[src/rtl/rtrk_pkg.sv]
package rtrk_pkg;

  // Sequencing modes of the tracker.
  typedef enum logic [2:0] {
    MD_RUN   = 3'd0,  // normal retirement and submission
    MD_DRAIN = 3'd1,  // abort everything queued (engine stopped)
    MD_FRET  = 3'd2,  // flush: retire up to the captured head
    MD_FABT  = 3'd3,  // flush: abort what is left
    MD_FCLR  = 3'd4   // flush: resync counters and indices
  } mode_e;

  // Modular addition on a ring of arbitrary size (a, b < depth).
  function automatic logic [31:0] ring_add(input logic [31:0] a,
                                           input logic [31:0] b,
                                           input logic [31:0] depth);
    logic [32:0] s;
    s = {1'b0, a} + {1'b0, b};
    if (s >= {1'b0, depth}) s = s - {1'b0, depth};
    return s[31:0];
  endfunction

  // True when a + b passes the last slot of the ring.
  function automatic logic ring_wraps(input logic [31:0] a,
                                      input logic [31:0] b,
                                      input logic [31:0] depth);
    return ({1'b0, a} + {1'b0, b}) >= {1'b0, depth};
  endfunction

  // Membership of slot x in the circular half-open span [s, e).
  function automatic logic in_span(input logic [31:0] s,
                                   input logic [31:0] e,
                                   input logic [31:0] x);
    if (s == e)     return 1'b0;
    else if (s < e) return (x >= s) && (x < e);
    else            return (x >= s) || (x < e);
  endfunction

endpackage

[src/rtl/rtrk_req_fifo.sv]
module rtrk_req_fifo #(
  parameter int unsigned SLOTS = 4,
  parameter int unsigned W     = 8
) (
  input  logic         clk,
  input  logic         rst_n,
  input  logic         push,
  input  logic [W-1:0] wdata,
  input  logic         pop,
  output logic [W-1:0] rdata,
  output logic         empty,
  output logic         full
);
  localparam int unsigned PW   = (SLOTS > 1) ? $clog2(SLOTS) : 1;
  localparam int unsigned CW   = $clog2(SLOTS + 1);
  localparam bit          POW2 = ((SLOTS & (SLOTS - 1)) == 0);

  logic [W-1:0]  slot_q [SLOTS];
  logic [PW-1:0] wr_q, rd_q, wr_nxt, rd_nxt;
  logic [CW-1:0] cnt_q;
  logic          do_push, do_pop;

  assign empty   = (cnt_q == '0);
  assign full    = (cnt_q == CW'(SLOTS));
  assign do_push = push && !full;
  assign do_pop  = pop && !empty;
  assign rdata   = slot_q[rd_q];

  // Pointer increment: free rollover for power-of-two depth, compare otherwise.
  generate
    if (POW2) begin : g_p2
      assign wr_nxt = wr_q + PW'(1);
      assign rd_nxt = rd_q + PW'(1);
    end else begin : g_np2
      assign wr_nxt = (wr_q == PW'(SLOTS - 1)) ? '0 : wr_q + PW'(1);
      assign rd_nxt = (rd_q == PW'(SLOTS - 1)) ? '0 : rd_q + PW'(1);
    end
  endgenerate

  always_ff @(posedge clk) begin
    if (do_push) slot_q[wr_q] <= wdata;
  end

  always_ff @(posedge clk) begin
    if (!rst_n) begin
      wr_q  <= '0;
      rd_q  <= '0;
      cnt_q <= '0;
    end else begin
      if (do_push) wr_q <= wr_nxt;
      if (do_pop)  rd_q <= rd_nxt;
      case ({do_push, do_pop})
        2'b10:   cnt_q <= cnt_q + CW'(1);
        2'b01:   cnt_q <= cnt_q - CW'(1);
        default: cnt_q <= cnt_q;
      endcase
    end
  end

endmodule

[src/rtl/rtrk_walker.sv]
module rtrk_walker
  import rtrk_pkg::*;
#(
  parameter int unsigned RING_DEPTH = 12,
  parameter int unsigned IDX_W      = 4,
  parameter int unsigned CNT_W      = 8
) (
  input  logic             clk,
  input  logic             rst_n,
  input  logic             step,
  input  logic             clear,
  input  logic [CNT_W-1:0] clear_removed,
  output logic [IDX_W-1:0] head,
  output logic [IDX_W-1:0] head_nxt,
  output logic [CNT_W-1:0] removed,
  output logic             progress
);
  // Slot the head lands on if this cycle retires one descriptor.
  assign head_nxt = IDX_W'(ring_add(32'(head), 32'd1, 32'(RING_DEPTH)));

  always_ff @(posedge clk) begin
    if (!rst_n) begin
      head     <= '0;
      removed  <= '0;
      progress <= 1'b0;
    end else begin
      progress <= step;
      if (clear) begin
        head    <= '0;
        removed <= clear_removed;
      end else if (step) begin
        head    <= head_nxt;
        removed <= removed + CNT_W'(1);
      end
    end
  end

endmodule

[src/rtl/rtrk_tail.sv]
module rtrk_tail
  import rtrk_pkg::*;
#(
  parameter int unsigned RING_DEPTH = 12,
  parameter int unsigned IDX_W      = 4,
  parameter int unsigned CNT_W      = 8,
  parameter int unsigned GEN_W      = 2
) (
  input  logic             clk,
  input  logic             rst_n,
  input  logic             push,
  input  logic [IDX_W-1:0] lead,
  input  logic [IDX_W-1:0] total,
  input  logic             clear,
  output logic [IDX_W-1:0] tail,
  output logic [GEN_W-1:0] gen,
  output logic [CNT_W-1:0] added,
  output logic [IDX_W-1:0] ent_start,
  output logic [IDX_W-1:0] ent_end
);
  logic wraps;

  // Tracked span of the request being submitted: [tail+lead, tail+total).
  assign ent_start = IDX_W'(ring_add(32'(tail), 32'(lead), 32'(RING_DEPTH)));
  assign ent_end   = IDX_W'(ring_add(32'(tail), 32'(total), 32'(RING_DEPTH)));
  assign wraps     = ring_wraps(32'(tail), 32'(total), 32'(RING_DEPTH));

  always_ff @(posedge clk) begin
    if (!rst_n) begin
      tail  <= '0;
      gen   <= '0;
      added <= '0;
    end else if (clear) begin
      tail <= '0;
      gen  <= '0;
    end else if (push) begin
      tail  <= ent_end;
      gen   <= gen + GEN_W'(wraps);
      added <= added + CNT_W'(total);
    end
  end

endmodule

[src/rtl/retire_tracker.sv]
module retire_tracker
  import rtrk_pkg::*;
#(
  parameter int unsigned RING_DEPTH = 12,
  parameter int unsigned REQ_DEPTH  = 4,
  parameter int unsigned TAG_W      = 4,
  parameter int unsigned CNT_W      = 8,
  parameter int unsigned GEN_W      = 2,
  localparam int unsigned IDX_W     = $clog2(RING_DEPTH),
  localparam int unsigned FREE_W    = IDX_W + 1
) (
  input  logic              clk,
  input  logic              rst_n,
  input  logic [IDX_W-1:0]  hw_head,
  input  logic              engine_run,
  input  logic              flush_req,
  input  logic              sub_valid,
  input  logic [TAG_W-1:0]  sub_tag,
  input  logic [IDX_W-1:0]  sub_lead,
  input  logic [IDX_W-1:0]  sub_total,
  output logic              busy,
  output logic [IDX_W-1:0]  head_idx,
  output logic [IDX_W-1:0]  tail_idx,
  output logic [GEN_W-1:0]  gen,
  output logic [CNT_W-1:0]  removed_cnt,
  output logic [FREE_W-1:0] free_cnt,
  output logic              progress,
  output logic              cmp_valid,
  output logic [TAG_W-1:0]  cmp_tag,
  output logic              cmp_abort
);
  // Queue entry: {live, tag, start, end}
  localparam int unsigned ENT_W = 1 + TAG_W + 2 * IDX_W;

  mode_e            mode_q, mode_d;
  logic [IDX_W-1:0] fl_tgt_q;
  logic [IDX_W-1:0] head_nxt;
  logic [IDX_W-1:0] ent_start, ent_end;
  logic [CNT_W-1:0] added_cnt, outstanding;
  logic [ENT_W-1:0] front, push_ent;
  logic             fifo_empty, fifo_full;

  // Named internal events (also observed by the checker).
  logic             step_w, pop_ok_w, pop_ab_w, clear_evt;
  logic             sub_acc, push_live, push_dead, flush_cap;
  logic             front_live;
  logic [TAG_W-1:0] front_tag;
  logic [IDX_W-1:0] front_start, front_end;

  assign front_live  = front[ENT_W-1];
  assign front_tag   = front[ENT_W-2 -: TAG_W];
  assign front_start = front[2*IDX_W-1 -: IDX_W];
  assign front_end   = front[IDX_W-1:0];

  // Retirement: normal walk toward the engine head, or flush walk toward
  // the captured head. A flush request blocks the walk in its own cycle.
  assign step_w = ((mode_q == MD_RUN) && !flush_req && (head_idx != hw_head)) ||
                  ((mode_q == MD_FRET) && (head_idx != fl_tgt_q));

  assign pop_ok_w  = step_w && !fifo_empty && front_live && (head_nxt == front_end);
  assign pop_ab_w  = ((mode_q == MD_DRAIN) || (mode_q == MD_FABT)) && !fifo_empty;
  assign clear_evt = (mode_q == MD_FCLR);

  assign sub_acc   = sub_valid && (mode_q == MD_RUN) && !flush_req && !fifo_full;
  assign push_live = sub_acc && engine_run;
  assign push_dead = sub_acc && !engine_run;
  assign flush_cap = flush_req && ((mode_q == MD_RUN) || (mode_q == MD_DRAIN));

  assign push_ent = push_live ? {1'b1, sub_tag, ent_start, ent_end}
                              : {1'b0, sub_tag, {IDX_W{1'b0}}, {IDX_W{1'b0}}};

  rtrk_req_fifo #(
    .SLOTS (REQ_DEPTH),
    .W     (ENT_W)
  ) u_fifo (
    .clk   (clk),
    .rst_n (rst_n),
    .push  (sub_acc),
    .wdata (push_ent),
    .pop   (pop_ok_w || pop_ab_w),
    .rdata (front),
    .empty (fifo_empty),
    .full  (fifo_full)
  );

  rtrk_walker #(
    .RING_DEPTH (RING_DEPTH),
    .IDX_W      (IDX_W),
    .CNT_W      (CNT_W)
  ) u_walker (
    .clk           (clk),
    .rst_n         (rst_n),
    .step          (step_w),
    .clear         (clear_evt),
    .clear_removed (added_cnt),
    .head          (head_idx),
    .head_nxt      (head_nxt),
    .removed       (removed_cnt),
    .progress      (progress)
  );

  rtrk_tail #(
    .RING_DEPTH (RING_DEPTH),
    .IDX_W      (IDX_W),
    .CNT_W      (CNT_W),
    .GEN_W      (GEN_W)
  ) u_tail (
    .clk       (clk),
    .rst_n     (rst_n),
    .push      (push_live),
    .lead      (sub_lead),
    .total     (sub_total),
    .clear     (clear_evt),
    .tail      (tail_idx),
    .gen       (gen),
    .added     (added_cnt),
    .ent_start (ent_start),
    .ent_end   (ent_end)
  );

  // Free slots: one slot stays empty so full and empty rings differ.
  assign outstanding = added_cnt - removed_cnt;
  assign free_cnt    = FREE_W'(RING_DEPTH - 1) - FREE_W'(outstanding);
  assign busy        = (mode_q != MD_RUN);

  always_comb begin
    mode_d = mode_q;
    unique case (mode_q)
      MD_RUN: begin
        if (flush_req)      mode_d = MD_FRET;
        else if (push_dead) mode_d = MD_DRAIN;
      end
      MD_DRAIN: begin
        if (flush_req)       mode_d = MD_FRET;
        else if (fifo_empty) mode_d = MD_RUN;
      end
      MD_FRET: if (head_idx == fl_tgt_q) mode_d = MD_FABT;
      MD_FABT: if (fifo_empty) mode_d = MD_FCLR;
      MD_FCLR: mode_d = MD_RUN;
      default: mode_d = MD_RUN;
    endcase
  end

  always_ff @(posedge clk) begin
    if (!rst_n) begin
      mode_q    <= MD_RUN;
      fl_tgt_q  <= '0;
      cmp_valid <= 1'b0;
      cmp_tag   <= '0;
      cmp_abort <= 1'b0;
    end else begin
      mode_q    <= mode_d;
      if (flush_cap) fl_tgt_q <= hw_head;
      cmp_valid <= pop_ok_w || pop_ab_w;
      cmp_tag   <= front_tag;
      cmp_abort <= pop_ab_w;
    end
  end

endmodule

[config.mk]
export PLATFORM = sky130hd
export DESIGN_NAME = retire_tracker
export DESIGN_NICKNAME = d
export VERILOG_FILES = /design/src/rtl/rtrk_pkg.sv /design/src/rtl/rtrk_req_fifo.sv /design/src/rtl/rtrk_walker.sv /design/src/rtl/rtrk_tail.sv /design/src/rtl/retire_tracker.sv
export SDC_FILE = /design/constraint.sdc
export NUM_CORES = 1
export LEC_CHECK = 0
export BUFFER_PORTS_ARGS = -buffer_cell sky130_fd_sc_hd__buf_2
export CORE_MARGIN = 5
export CORE_UTILIZATION = 60
export CTS_BUF_LIST = sky130_fd_sc_hd__clkbuf_8
export CTS_CLUSTER_SIZE = 14
export DETAILED_ROUTE_END_ITERATION = 7
export GPL_TIMING_DRIVEN = 0
export PLACE_DENSITY = 0.8
export REMOVE_ABC_BUFFERS = 1
export SLEW_MARGIN = 5
export SYNTH_ARGS = -nofsm -noshare
export SYNTH_HDL_FRONTEND = slang
export SYNTH_SLANG_ARGS = --single-unit
[constraint.sdc]
create_clock -name clk -period 4.2 [get_ports clk]
set_clock_uncertainty 0.1 [all_clocks]
set_input_delay 0.21 -clock clk [delete_from_list [all_inputs] [get_ports clk]]
set_output_delay 0.21 -clock clk [all_outputs]
set_load 0.02 [all_outputs]
# After elaboration in Yosys (flattened, before gate mapping)
# Memory sizes are Yosys's and may differ from the RTL's. A register that Yosys moved wholly into a read port is not among the register bits.
# Cells that the tools add are included.
# word_totals
ff_bits	47
ram_bits	52
inputBits	21
output_inout_bits	31
word_cells	99
memories	1
# classes
n_addsub	15
magnitude_cmp	3
n_eq_ne	15
n_mux	18
bitwise_logic	2
reduce_logical	31
# mem_list
memory	words	width	rd	rd_ports_with_merged_regs	wr	line	source
u_fifo.slot_q	4	13	1	1	1	rtrk_req_fifo.sv:18	logic [W-1:0] slot_q [SLOTS];
# ops
op	n
two-way mux 3 bit	6
two-way mux 8 bit	2
greater-or-equal comparator 5 x 4 -> 1 bit (second input constant)	3
logical AND 1 bit	15
two-way mux 13 bit	1
two-way mux 4 bit	3
one-hot mux 3 bit (4 select lines)	1
subtractor 4 bit (second input constant)	3
adder 4 x 4 -> 5 bit	2
adder 8 x 1 -> 8 bit (second input constant)	1
adder 8 x 4 -> 8 bit	1
equality test 4 bit	2
!= test 4 bit	2
equality test 3 x 2 -> 1 bit (second input constant)	2
equality test 3 bit (second input constant)	2
logical NOT 3 bit	2
one-hot mux 3 bit (2 select lines)	1
adder 4 x 1 -> 5 bit (second input constant)	1
subtractor 4 x 5 -> 5 bit (first input constant)	1
subtractor 5 bit	1
adder 2 x 1 -> 2 bit (second input constant)	2
logical NOT 1 bit	4
logical OR 1 bit	4
two-way mux 2 bit	2
other kinds (16)	20

# Logic depth before layout (Yosys ltp)
# Gate-level depths: netlist (run 1).
# logic_depth
depth_word	11
depth_mapped	15
mapped_depth_nobuf	14

# Modules after synthesis
# Synthesis (run 1) repeated with hierarchy kept, for this count alone.
# unflattened
hier_cells	443
hier_area_um2	5167.5
# by_module_without_submodules
module	instances	cells_each	area_each_um2	seq_area_each_um2
rtrk_req_fifo	1	121	2376.0	1741.7
rtrk_tail	1	130	1107.3	280.3
retire_tracker	1	97	893.4	260.2
rtrk_walker	1	95	790.8	260.2

# Worst setup path after synthesis (run 1)
# No wires, ideal clock.
# synth_timing
path_kind	register to register
startpoint	register u_walker.head[1]
endpoint	register u_fifo.cnt_q[2]
setup_time_ps	71
arrival_time_ps	3318
required_time_ps	4029
slack_ps	711
stages_incl_launch_ff	15
path_buffers	0
synth_period_minus_slack_ps	3489
path_cell_list	dfxtp_1 > ha_1 > xor2_1 > ha_1 > a21oi_1 > o2bb2ai_1 > xor2_1 > nand2_1 > o31ai_4 > ha_1 > inv_1 > fa_1 > xor2_1 > or3_1 > a21oi_1
# synth_between
elab_chain_cells	10
elab_cells_between_ends	19
cone_classes	add/sub: 2; order compare: 1; eq/ne: 5; mux: 2; reduce/logical: 9
# synth_lines
element	line	source
from (decl)	rtrk_walker.sv:13	output logic [IDX_W-1:0] head,
from (signal assigned)	rtrk_walker.sv:32	head <= head_nxt;
parallel branches: the longest is 5 deep, another holds adder 4 x 1 -> 5 bit	n/a	
logical AND 1 bit *	retire_tracker.sv:60	assign pop_ok_w = step_w && !fifo_empty && front_live && (head_nxt == front_end);
logical OR 1 bit *	retire_tracker.sv:80	.pop (pop_ok_w || pop_ab_w),
logical AND 1 bit *	rtrk_req_fifo.sv:26	assign do_pop = pop && !empty;
net u_fifo.do_pop	rtrk_req_fifo.sv:21	logic do_push, do_pop;
equality test 2 x 1 -> 1 bit or equality test 2 bit (tied branches)	rtrk_req_fifo.sv:52	case ({do_push, do_pop})
one-hot mux 3 bit (2 select lines) or nonzero test 2 bit (tied branches)	n/a	
to (signal assigned)	rtrk_req_fifo.sv:53	2'b10: cnt_q <= cnt_q + CW'(1);
to (signal assigned)	rtrk_req_fifo.sv:54	2'b01: cnt_q <= cnt_q - CW'(1);
to (signal assigned)	rtrk_req_fifo.sv:55	default: cnt_q <= cnt_q;
to (decl)	rtrk_req_fifo.sv:20	logic [CW-1:0] cnt_q;
# Mark *: on every way through the listed nets, which the timed path passes.
# A chain may end at the register's enable or synchronous reset.

# Worst setup path after layout (run 1)
# layout_timing
startpoint	register u_walker.head[0]
endpoint	register u_fifo.cnt_q[2]
# Same word-level chain as after synthesis.

==> run metrics, run 1 <==
run status complete, no violations; synth warn 0; leakage 1.939 nW; wirelength, routed 7.913 mm; first-pass GRT wire length about 14 mm; # fillers 529; kind of critical path reg -> reg; cells after synthesis between 300 and 400; Hold Fails Final Rpt 0; most frequent cell after synthesis dfxtp_1; vias in the first global route approximately 2900; FF+latch count, synth 85; H-tree lvl count 3; CP Max Fanout 9; Avg WL per Cell 15.04 um; Core ar. 6832 sq um; post-synthesis sequential area ratio 0.4847; peak supply drop roughly 0.00022 V; Worst Setup Slack, final 0.3159 ns; RSZ-0062 raised after global routing false; Worst-path clk slew 0.10 ns; initial drt markers 202; Post-synth EDFFs 36; CP Launch Type flip-flop; drt pass-1 iters 4; # rows 30; Initial Util 0.6227; Yosys cell types 58; CTS Sinks 85; Longest Clk Path Bufs 2; Syn Area/Cell 11.28 sq um; asr flop ratio synth 0; Chip Width 94.20 um; GRT Total Usage 0.1957; max-slew violations 0; final worst-path cycle share 0.9248; Top Ports 52; total die area 8874 sq um; post-synth top area share 0.2541; diode count 0; CP arrival 4.07 ns; Port Buffer Count 47; grt total ovfl 0; antenna-violating nets left 0; mapped cell area around 4300 sq um; initial antenna violation count 0; Root Driver clkbuf_8; DRC Markers 0; chip height around 94 um; top cells by count, synth dfxtp_1 (49), nor2_1 (39), edfxtp_1 (36), ha_1 (26), inv_1 (23); HPWL after DPL 5.704 mm; Crit. End Element flip-flop; CTS tree done; Num CTS Buffers 9; pwr dens 404.3 nW/um^2; Setup WS pre-CTS approximately 0.37 ns; Layout area overhead 11.74%; Via Count 2900; Hold Crit Class in -> reg; number of max-cap violations 0; layout cell share with drive strength beyond 1 0.1837; Required @ worst endpoint 4.39 ns; Max Fclk 257.5 MHz; largest area contributor in the synthesized netlist edfxtp_1; setup violators final 0; Reg area approximately 2100 sq um; gpl congestion 0.8044; Via density ~5.5; Skew-Pair Late Insertion Delay 0.36 ns; footprint of the multi-input gates ~2000 sq um; worst-margin pin slew 1.159 ns; largest net degree at the start of global routing 26; nets@finish ~480; TNS Setup 0 ns; Final Critical Period 3.884 ns; Post-synth top flop dfxtp_1; relative max-transition margin 0.2267; Synth area leaders edfxtp_1 (25%), dfxtp_1 (23%), ha_1 (7.6%)
-- flip-flops by register name (all words and copies together), names as in the netlist, named ones only --
signal             cells
u_fifo.slot_q         36
u_tail.added           8
u_walker.removed       8
cmp_tag                4
fl_tgt_q               4
u_tail.tail            4
u_walker.head          4
mode_q                 3
u_fifo.cnt_q           3
u_fifo.rd_q            2
u_fifo.wr_q            2
u_tail.gen             2
cmp_abort              1
cmp_valid              1
u_walker.progress      1
-- cells in the final DEF (no fill, tap or decap), types with 11 or more instances in the layout --
master,Yosys,layout
a21oi_1,20,20
nand2_1,17,17
dfxtp_1,49,49
ha_1,26,26
o21ai_0,11,11
buf_2,2,47
mux2i_1,11,11
and2_1,12,12
inv_1,23,23
xor2_1,20,20
nor2_1,39,39
edfxtp_1,36,36
xnor2_1,13,13
-- power by group --
part	internal, mW	switching [mW]
clock	0.235	0.333
combinational	0.166	0.239
sequential	0.902	0.0459
-- layout make-up --
class	instances	share of cell area
multi-input combinational	253	0.4212
tap	96	0.02527
inverter	25	0.01974
clock inverter	7	0.01606
sequential	85	0.4338
timing repair buffer	51	0.05791
clock buffer	9	0.02606
-- final timing paths --
path,start,endpoint,slack [ns],cells after the start
worst min-delay path,hw_head[3],fl_tgt_q[3],0.02,3
worst max-delay path,u_walker.head[0],u_fifo.cnt_q[2],0.32,14
worst max register to register,u_walker.head[0],u_fifo.cnt_q[2],0.32,14
worst min register to register,u_tail.added[0],u_tail.added[0],0.38,2
-- what timing repair did --
action | CTS | global route
hold buffers | 4 | 0
setup buffers | 0 | 0
gates resized for setup | 0 | 0
hold endpoints to repair | 16 | 0
-- stage by stage --
step / utilization / hold slack (ns) / std cells / cell area (sq um) / total power [mW]
floorplan: - / 0.2089 / 363 / 4158 / 1.261
global placement: 0.6606 / 0.3225 / 506 / 4513 / 1.357
detailed placement: 0.6606 / 0.3287 / 506 / 4513 / 1.372
CTS: 0.6958 / 0.01176 / 526 / 4753 / 1.936
global route: 0.6958 / 0.03339 / 526 / 4753 / 2.027
finish: 0.6958 / 0.02141 / 526 / 4753 / 1.922
-- worst max-delay path, cell delays in order (launching register included) --
cell and delay (ns):
dfxtp_1 0.58, ha_1 0.33, xor2_1 0.10, ha_1 0.25
a21oi_1 0.26, o2bb2ai_1 0.21, xor2_1 0.23, nand2_1 0.14
o31ai_4 0.32, ha_1 0.23, inv_1 0.06, fa_1 0.37
xor2_1 0.16, or3_1 0.31, a21oi_1 0.15
-- kinds of logic after synthesis --
logic type               after synthesis  share of synthesized area
AND/OR/NAND/NOR                      109                     0.1315
flip-flops                            85                     0.4847
buffers and inverters                 39                    0.04470
multiplexers                          20                    0.07176
AO/OA/AOI/OAI                         60                    0.09883
XOR/XNOR                              34                    0.07324
adder cells (fa/ha/maj)               30                    0.09529
-- layer usage --
metal,vias up,track usage,share of wire
met1,1393,0.2557,0.45
li1,1434,-,-
met5,-,0,0
met2,60,0.3268,0.49
met3,13,0.03045,0.041
met4,0,0.07461,0.015
(Power assumes the default switching activity.)
==> run 2, diff against run 1 <==
--- a/config.mk
+++ b/config.mk
@@ -6,12 +6,12 @@
 export NUM_CORES = 1
 export LEC_CHECK = 0
 export BUFFER_PORTS_ARGS = -buffer_cell sky130_fd_sc_hd__buf_2
-export CORE_MARGIN = 5
 export CORE_UTILIZATION = 60
 export CTS_BUF_LIST = sky130_fd_sc_hd__clkbuf_8
 export CTS_CLUSTER_SIZE = 14
 export DETAILED_ROUTE_END_ITERATION = 7
 export GPL_TIMING_DRIVEN = 0
+export HOLD_SLACK_MARGIN = 0.03
 export PLACE_DENSITY = 0.8
 export REMOVE_ABC_BUFFERS = 1
 export SLEW_MARGIN = 5
==> run metrics, run 2 (synthesis results as in run 1) <==
Hold Fails Final Rpt 0 (unchanged); Via Count 2914 (was 2900); setup bufs post-CTS 0 (unchanged); layout cell share with drive strength beyond 1 0.1820 (was 0.1837); Required @ worst endpoint 4.39 ns (about the same); vias in the first global route 2784 (was 2924); max reg flops 36 (unchanged); antenna-violating nets left 0 (unchanged); Layout area overhead 12.38% (was 11.74%); max-slew violations 0 (unchanged); Top Ports 52 (unchanged); initial drt markers 161 (was 202); Initial Util 0.6227 (unchanged); Post-CTS Resized 0 (unchanged); # fillers 518 (was 529); Crit. End Element flip-flop (unchanged); drt pass-1 iters 4 (unchanged); Hold Crit Class in -> reg (unchanged); Tot Pwr 1.918 mW (was 1.922 mW); number of max-cap violations 0 (unchanged); H-tree lvl count 3 (unchanged); CTS tree done (unchanged); diode count 0 (unchanged); setup violators final 0 (unchanged); CP arrival 4.09 ns (was 4.07 ns); CP Launch Point u_walker.head[0] (unchanged); HPWL after DPL 5.748 mm (was 5.704 mm); Final Critical Period 3.899 ns (was 3.884 ns); most frequent cells in the layout dfxtp_1 (49), buf_2 (47), nor2_1 (39) (unchanged); DRC Markers 0 (unchanged); Root Driver clkbuf_8 (unchanged); Max Fclk 256.5 MHz (was 257.5 MHz); Worst-path clk slew 0.10 ns (about the same); chip height 86.20 um (was 94.20 um); RSZ-0062 raised after global routing false (unchanged); CP Launch Type flip-flop (unchanged); Num CTS Buffers 9 (unchanged); gpl congestion 0.8088 (was 0.8044); largest registers u_fifo.slot_q x36, u_tail.added x8, u_walker.removed x8 (unchanged); grt total ovfl 0 (unchanged); Port Buffer Count 47 (unchanged); initial antenna violation count 0 (unchanged); WHS Path Cells 3 (unchanged); Post-Route Utilization 0.6998 (was 0.6958); kind of critical path reg -> reg (unchanged); CP Max Fanout 9 (unchanged); Worst Reg-to-Reg Cells 14 (unchanged); most common cell after layout, fill and taps aside dfxtp_1 (unchanged); first-pass GRT wire length 13.08 mm (was 13.57 mm); GRT Total Usage 0.2339 (was 0.1957); Via density 5.498 (was 5.513); Avg WL per Cell 15.54 um (was 15.04 um); peak supply drop 0.0002216 V (was 0.0002236 V); nets@finish 480 (was 476); worst-margin pin slew 1.221 ns (was 1.159 ns); Core ar. 6832 sq um (unchanged); CTS Sinks 85 (unchanged); leakage 1.944 nW (was 1.939 nW); run status complete, no violations (unchanged); wirelength, routed 8.237 mm (was 7.913 mm); TNS Setup 0 ns (unchanged); total die area 7430 sq um (was 8874 sq um); Reg2Reg Launch Point u_walker.head[0] (unchanged); Skew-Pair Late Insertion Delay 0.36 ns (about the same); Worst Setup Slack, final 0.3013 ns (was 0.3159 ns); Longest Clk Path Bufs 2 (unchanged); Most flops, register u_fifo.slot_q (unchanged); largest net degree at the start of global routing 26 (unchanged); Chip Width 86.20 um (was 94.20 um); # rows 30 (unchanged); HP Start flush_req (was hw_head[3]); final worst-path cycle share 0.9283 (was 0.9248); pwr dens 401.3 nW/um^2 (was 404.3 nW/um^2); relative max-transition margin 0.1852 (was 0.2267); Setup WS pre-CTS 0.3568 ns (was 0.3679 ns)
run 2: path summary, 6_finish.rpt:
kind                      to  slack [ns]
min reg2reg  u_tail.added[0]        0.38
max reg2reg  u_fifo.cnt_q[2]        0.30
max          u_fifo.cnt_q[2]        0.30
min                mode_q[1]        0.06
run 2: layer usage:
metal / wire (um) / vias up / track usage
met5: 0 / - / 0
met1: 3634 / 1396 / 0.2954
met3: 347 / 10 / 0.05048
met4: 76 / 0 / 0.07727
met2: 4179 / 73 / 0.4019
li1: - / 1435 / -
run 2: per-stage QoR:
stage,hold slack (ns),std cells,cell area (sq um)
after global placement,0.3235,506,4513
after global routing,0.03965,530,4781
after CTS,0.04487,530,4781
after floorplan,0.2089,363,4158
final,0.05841,530,4781
after detailed placement,0.3274,506,4513
run 2: critical path, cell delays in order, from the launching register on:
cell       delay [ns]
dfxtp_1          0.63
ha_1             0.35
xor2_1           0.10
ha_1             0.26
a21oi_1          0.26
o2bb2ai_1        0.21
xor2_1           0.21
nand2_1          0.12
o31ai_4          0.31
ha_1             0.24
inv_1            0.06
fa_1             0.38
xor2_1           0.16
or3_1            0.30
a21oi_1          0.14
run 2: where the power goes:
part           leakage, nW  internal [mW]  switching, mW  total [mW]
clock network       0.0907          0.229          0.329       0.558
registers            0.737          0.902         0.0485       0.950
logic                 1.12          0.169          0.241       0.410
total                 1.94           1.30          0.619        1.92
run 2: timing repair:
action | in CTS | in global routing
hold buffers | 8 | 0
endpoints found under the setup margin | 0 | 0
endpoints found under the hold margin | 20 | 0
run 2: final cells by class:
type,instances,area (sq um),share of cell area
Timing Repair Buffer,55,315.3,0.06595
Tap cell,96,120.1,0.02512
Sequential cell,85,2062,0.4313
Clock buffer,9,123.9,0.02591
Multi-Input combinational cell,253,2002,0.4187
Inverter,25,93.84,0.01963
Clock inverter,7,63.81,0.01335
==> run 3, diff against run 2 <==
--- a/config.mk
+++ b/config.mk
@@ -6,13 +6,13 @@
 export NUM_CORES = 1
 export LEC_CHECK = 0
 export BUFFER_PORTS_ARGS = -buffer_cell sky130_fd_sc_hd__buf_2
-export CORE_UTILIZATION = 60
+export CORE_UTILIZATION = 35
 export CTS_BUF_LIST = sky130_fd_sc_hd__clkbuf_8
 export CTS_CLUSTER_SIZE = 14
 export DETAILED_ROUTE_END_ITERATION = 7
 export GPL_TIMING_DRIVEN = 0
 export HOLD_SLACK_MARGIN = 0.03
-export PLACE_DENSITY = 0.8
+export PLACE_DENSITY = 0.62
 export REMOVE_ABC_BUFFERS = 1
 export SLEW_MARGIN = 5
 export SYNTH_ARGS = -nofsm -noshare
==> run metrics, run 3 (synthesis results as in run 1) <==
relative max-transition margin 0.1943 (was 0.1852); CP arrival 4.07 ns (was 4.09 ns); peak supply drop 0.0001394 V (was 0.0002216 V); gpl congestion 0.8224 (was 0.8088); diode count 0 (unchanged); Max Fclk 258.4 MHz (was 256.5 MHz); HPWL after DPL 5.914 mm (was 5.748 mm); largest net degree at the start of global routing 26 (unchanged); setup violators final 0 (unchanged); Longest Clk Path Bufs 2 (unchanged); Sw Share 0.3123 (was 0.3224); most frequent cells in the layout dfxtp_1 (49), buf_2 (47), nor2_1 (39) (unchanged); final worst-path cycle share 0.9215 (was 0.9283); largest registers u_fifo.slot_q x36, u_tail.added x8, u_walker.removed x8 (unchanged); antenna-violating nets left 0 (unchanged); Via density 4.953 (was 5.498); CP Launch Type flip-flop (unchanged); Hold Fails Final Rpt 0 (unchanged); Hold Crit Class in -> reg (unchanged); number of max-cap violations 0 (unchanged); Required @ worst endpoint 4.40 ns (was 4.39 ns); Via Count 2858 (was 2914); nets@finish 480 (unchanged); RSZ-0062 raised after global routing false (unchanged); layout cell share with drive strength beyond 1 0.1820 (unchanged); Seq pwr share 0.481 (was 0.495); max-slew violations 0 (unchanged); initial antenna violation count 0 (unchanged); initial drt markers 117 (was 161); H-tree lvl count 3 (unchanged); worst-path cell chain ha_1, xor2_1, ha_1, a21oi_1, o2bb2ai_1, xor2_1, nand2_1, o31ai_4, ha_1, inv_1, fa_1, xor2_1, or3_1, a21oi_1 (unchanged); vias in the first global route 2852 (was 2784); most common cell after layout, fill and taps aside dfxtp_1 (unchanged); Skew-Pair Late Insertion Delay 0.36 ns (about the same); chip height 112.2 um (was 86.20 um); Worst Setup Slack, final 0.3297 ns (was 0.3013 ns); TNS Setup 0 ns (unchanged); Layout area overhead 14.26% (was 12.38%); Setup WS pre-CTS 0.3511 ns (was 0.3568 ns); leakage 1.961 nW (was 1.944 nW); Avg WL per Cell 14.57 um (was 15.54 um); # rows 39 (was 30); total die area 12600 sq um (was 7430 sq um); Net Sw Power 0.6172 mW (was 0.6185 mW); Port Buffer Count 47 (unchanged); Pint 1.359 mW (was 1.300 mW); reg2reg setup slack 0.33 ns (was 0.30 ns); CTS tree done (unchanged); Fin Hold WS 0.05549 ns (was 0.05841 ns); Clk pwr share 0.313 (was 0.291); Num CTS Buffers 9 (unchanged); Most flops, register u_fifo.slot_q (unchanged); grt total ovfl 0 (unchanged); combinational share of power 0.206 (was 0.214); Chip Width 112.2 um (was 86.20 um); drt pass-1 iters 6 (was 4); Root Driver clkbuf_8 (unchanged); kind of critical path reg -> reg (unchanged); failing checks DRC; max reg flops 36 (unchanged); slowest CP cell dfxtp_1 (unchanged); Worst-path clk slew 0.09 ns (was 0.10 ns); Final Critical Period 3.870 ns (was 3.899 ns); Core ar. 11610 sq um (was 6832 sq um); Top Ports 52 (unchanged); DRC Markers 3 (was 0); first-pass GRT wire length 14.15 mm (was 13.08 mm); CTS Sinks 85 (unchanged); setup bufs post-CTS 0 (unchanged); GRT Total Usage 0.1438 (was 0.2339); largest stage delay on the critical path 0.63 ns (about the same); Initial Util 0.3663 (was 0.6227); pwr dens 406.5 nW/um^2 (was 401.3 nW/um^2); CP Max Fanout 9 (unchanged); Crit. End Element flip-flop (unchanged); worst-margin pin slew 1.208 ns (was 1.221 ns); run status finished with violations (was complete, no violations); Post-Route Utilization 0.4186 (was 0.6998); wirelength, routed 8.408 mm (was 8.237 mm)
## run 3: cell count changes in the layout (fill, tap and decap cells not counted)
cell and change:
bufinv_16 +1, clkinv_4 +1, clkinvlp_4 -2, inv_6 +1, inv_8 -1
## run 3: final timing paths
kind	cells past startpoint	from	endpoint
worst max-delay path	14	u_walker.head[0]	u_fifo.cnt_q[2]
worst min-delay path	3	flush_req	mode_q[1]
worst max register to register	14	u_walker.head[0]	u_fifo.cnt_q[2]
worst min register to register	2	u_tail.gen[0]	u_tail.gen[0]
## run 3: layer usage
metal / global-route usage / up-vias / part of all wire
met5: 0 / - / 0
met4: 0.05867 / 0 / 0.013
met3: 0.03078 / 8 / 0.029
met2: 0.2331 / 41 / 0.49
met1: 0.1872 / 1375 / 0.47
li1: - / 1434 / -
## run 3: power by group through the flow
stage	registers (mW)	clock network (mW)	logic [mW]
after global routing	0.958	0.673	0.459
final	0.951	0.619	0.407
after floorplan	0.983	0	0.279
after CTS	0.951	0.634	0.413
after detailed placement	0.970	0	0.405
after global placement	0.968	0	0.395
## run 3: repair_timing
action | 4_1_cts | 5_1_grt
endpoints found under the hold margin | 20 | 0
resized for setup | 0 | 0
hold buffers | 8 | 0
## run 3: through the flow
step / total power, mW / instances / area, sq um
floorplan: 1.261 / 363 / 4158
global placement: 1.363 / 553 / 4572
detailed placement: 1.375 / 553 / 4572
CTS: 1.998 / 577 / 4861
global route: 2.090 / 577 / 4861
finish: 1.976 / 577 / 4861
## run 3: final cells by class
cell class	count	area, sq um
well taps	143	178.9
inverters	25	93.84
fillers	1115	6753
repair buffers	55	315.3
clock buffers	9	123.9
multi-input cells	253	2002
flip-flops and latches	85	2062
clock inverters	7	85.08
## run 3: worst max-delay path, delay by kind of cell, from the launching register on
kind,cells,cell delay (ns)
compound gates,4,0.92
xor+xnor,3,0.46
fa+ha+maj,4,1.21
buf+inv,1,0.06
flops,1,0.63
simple gates,2,0.42
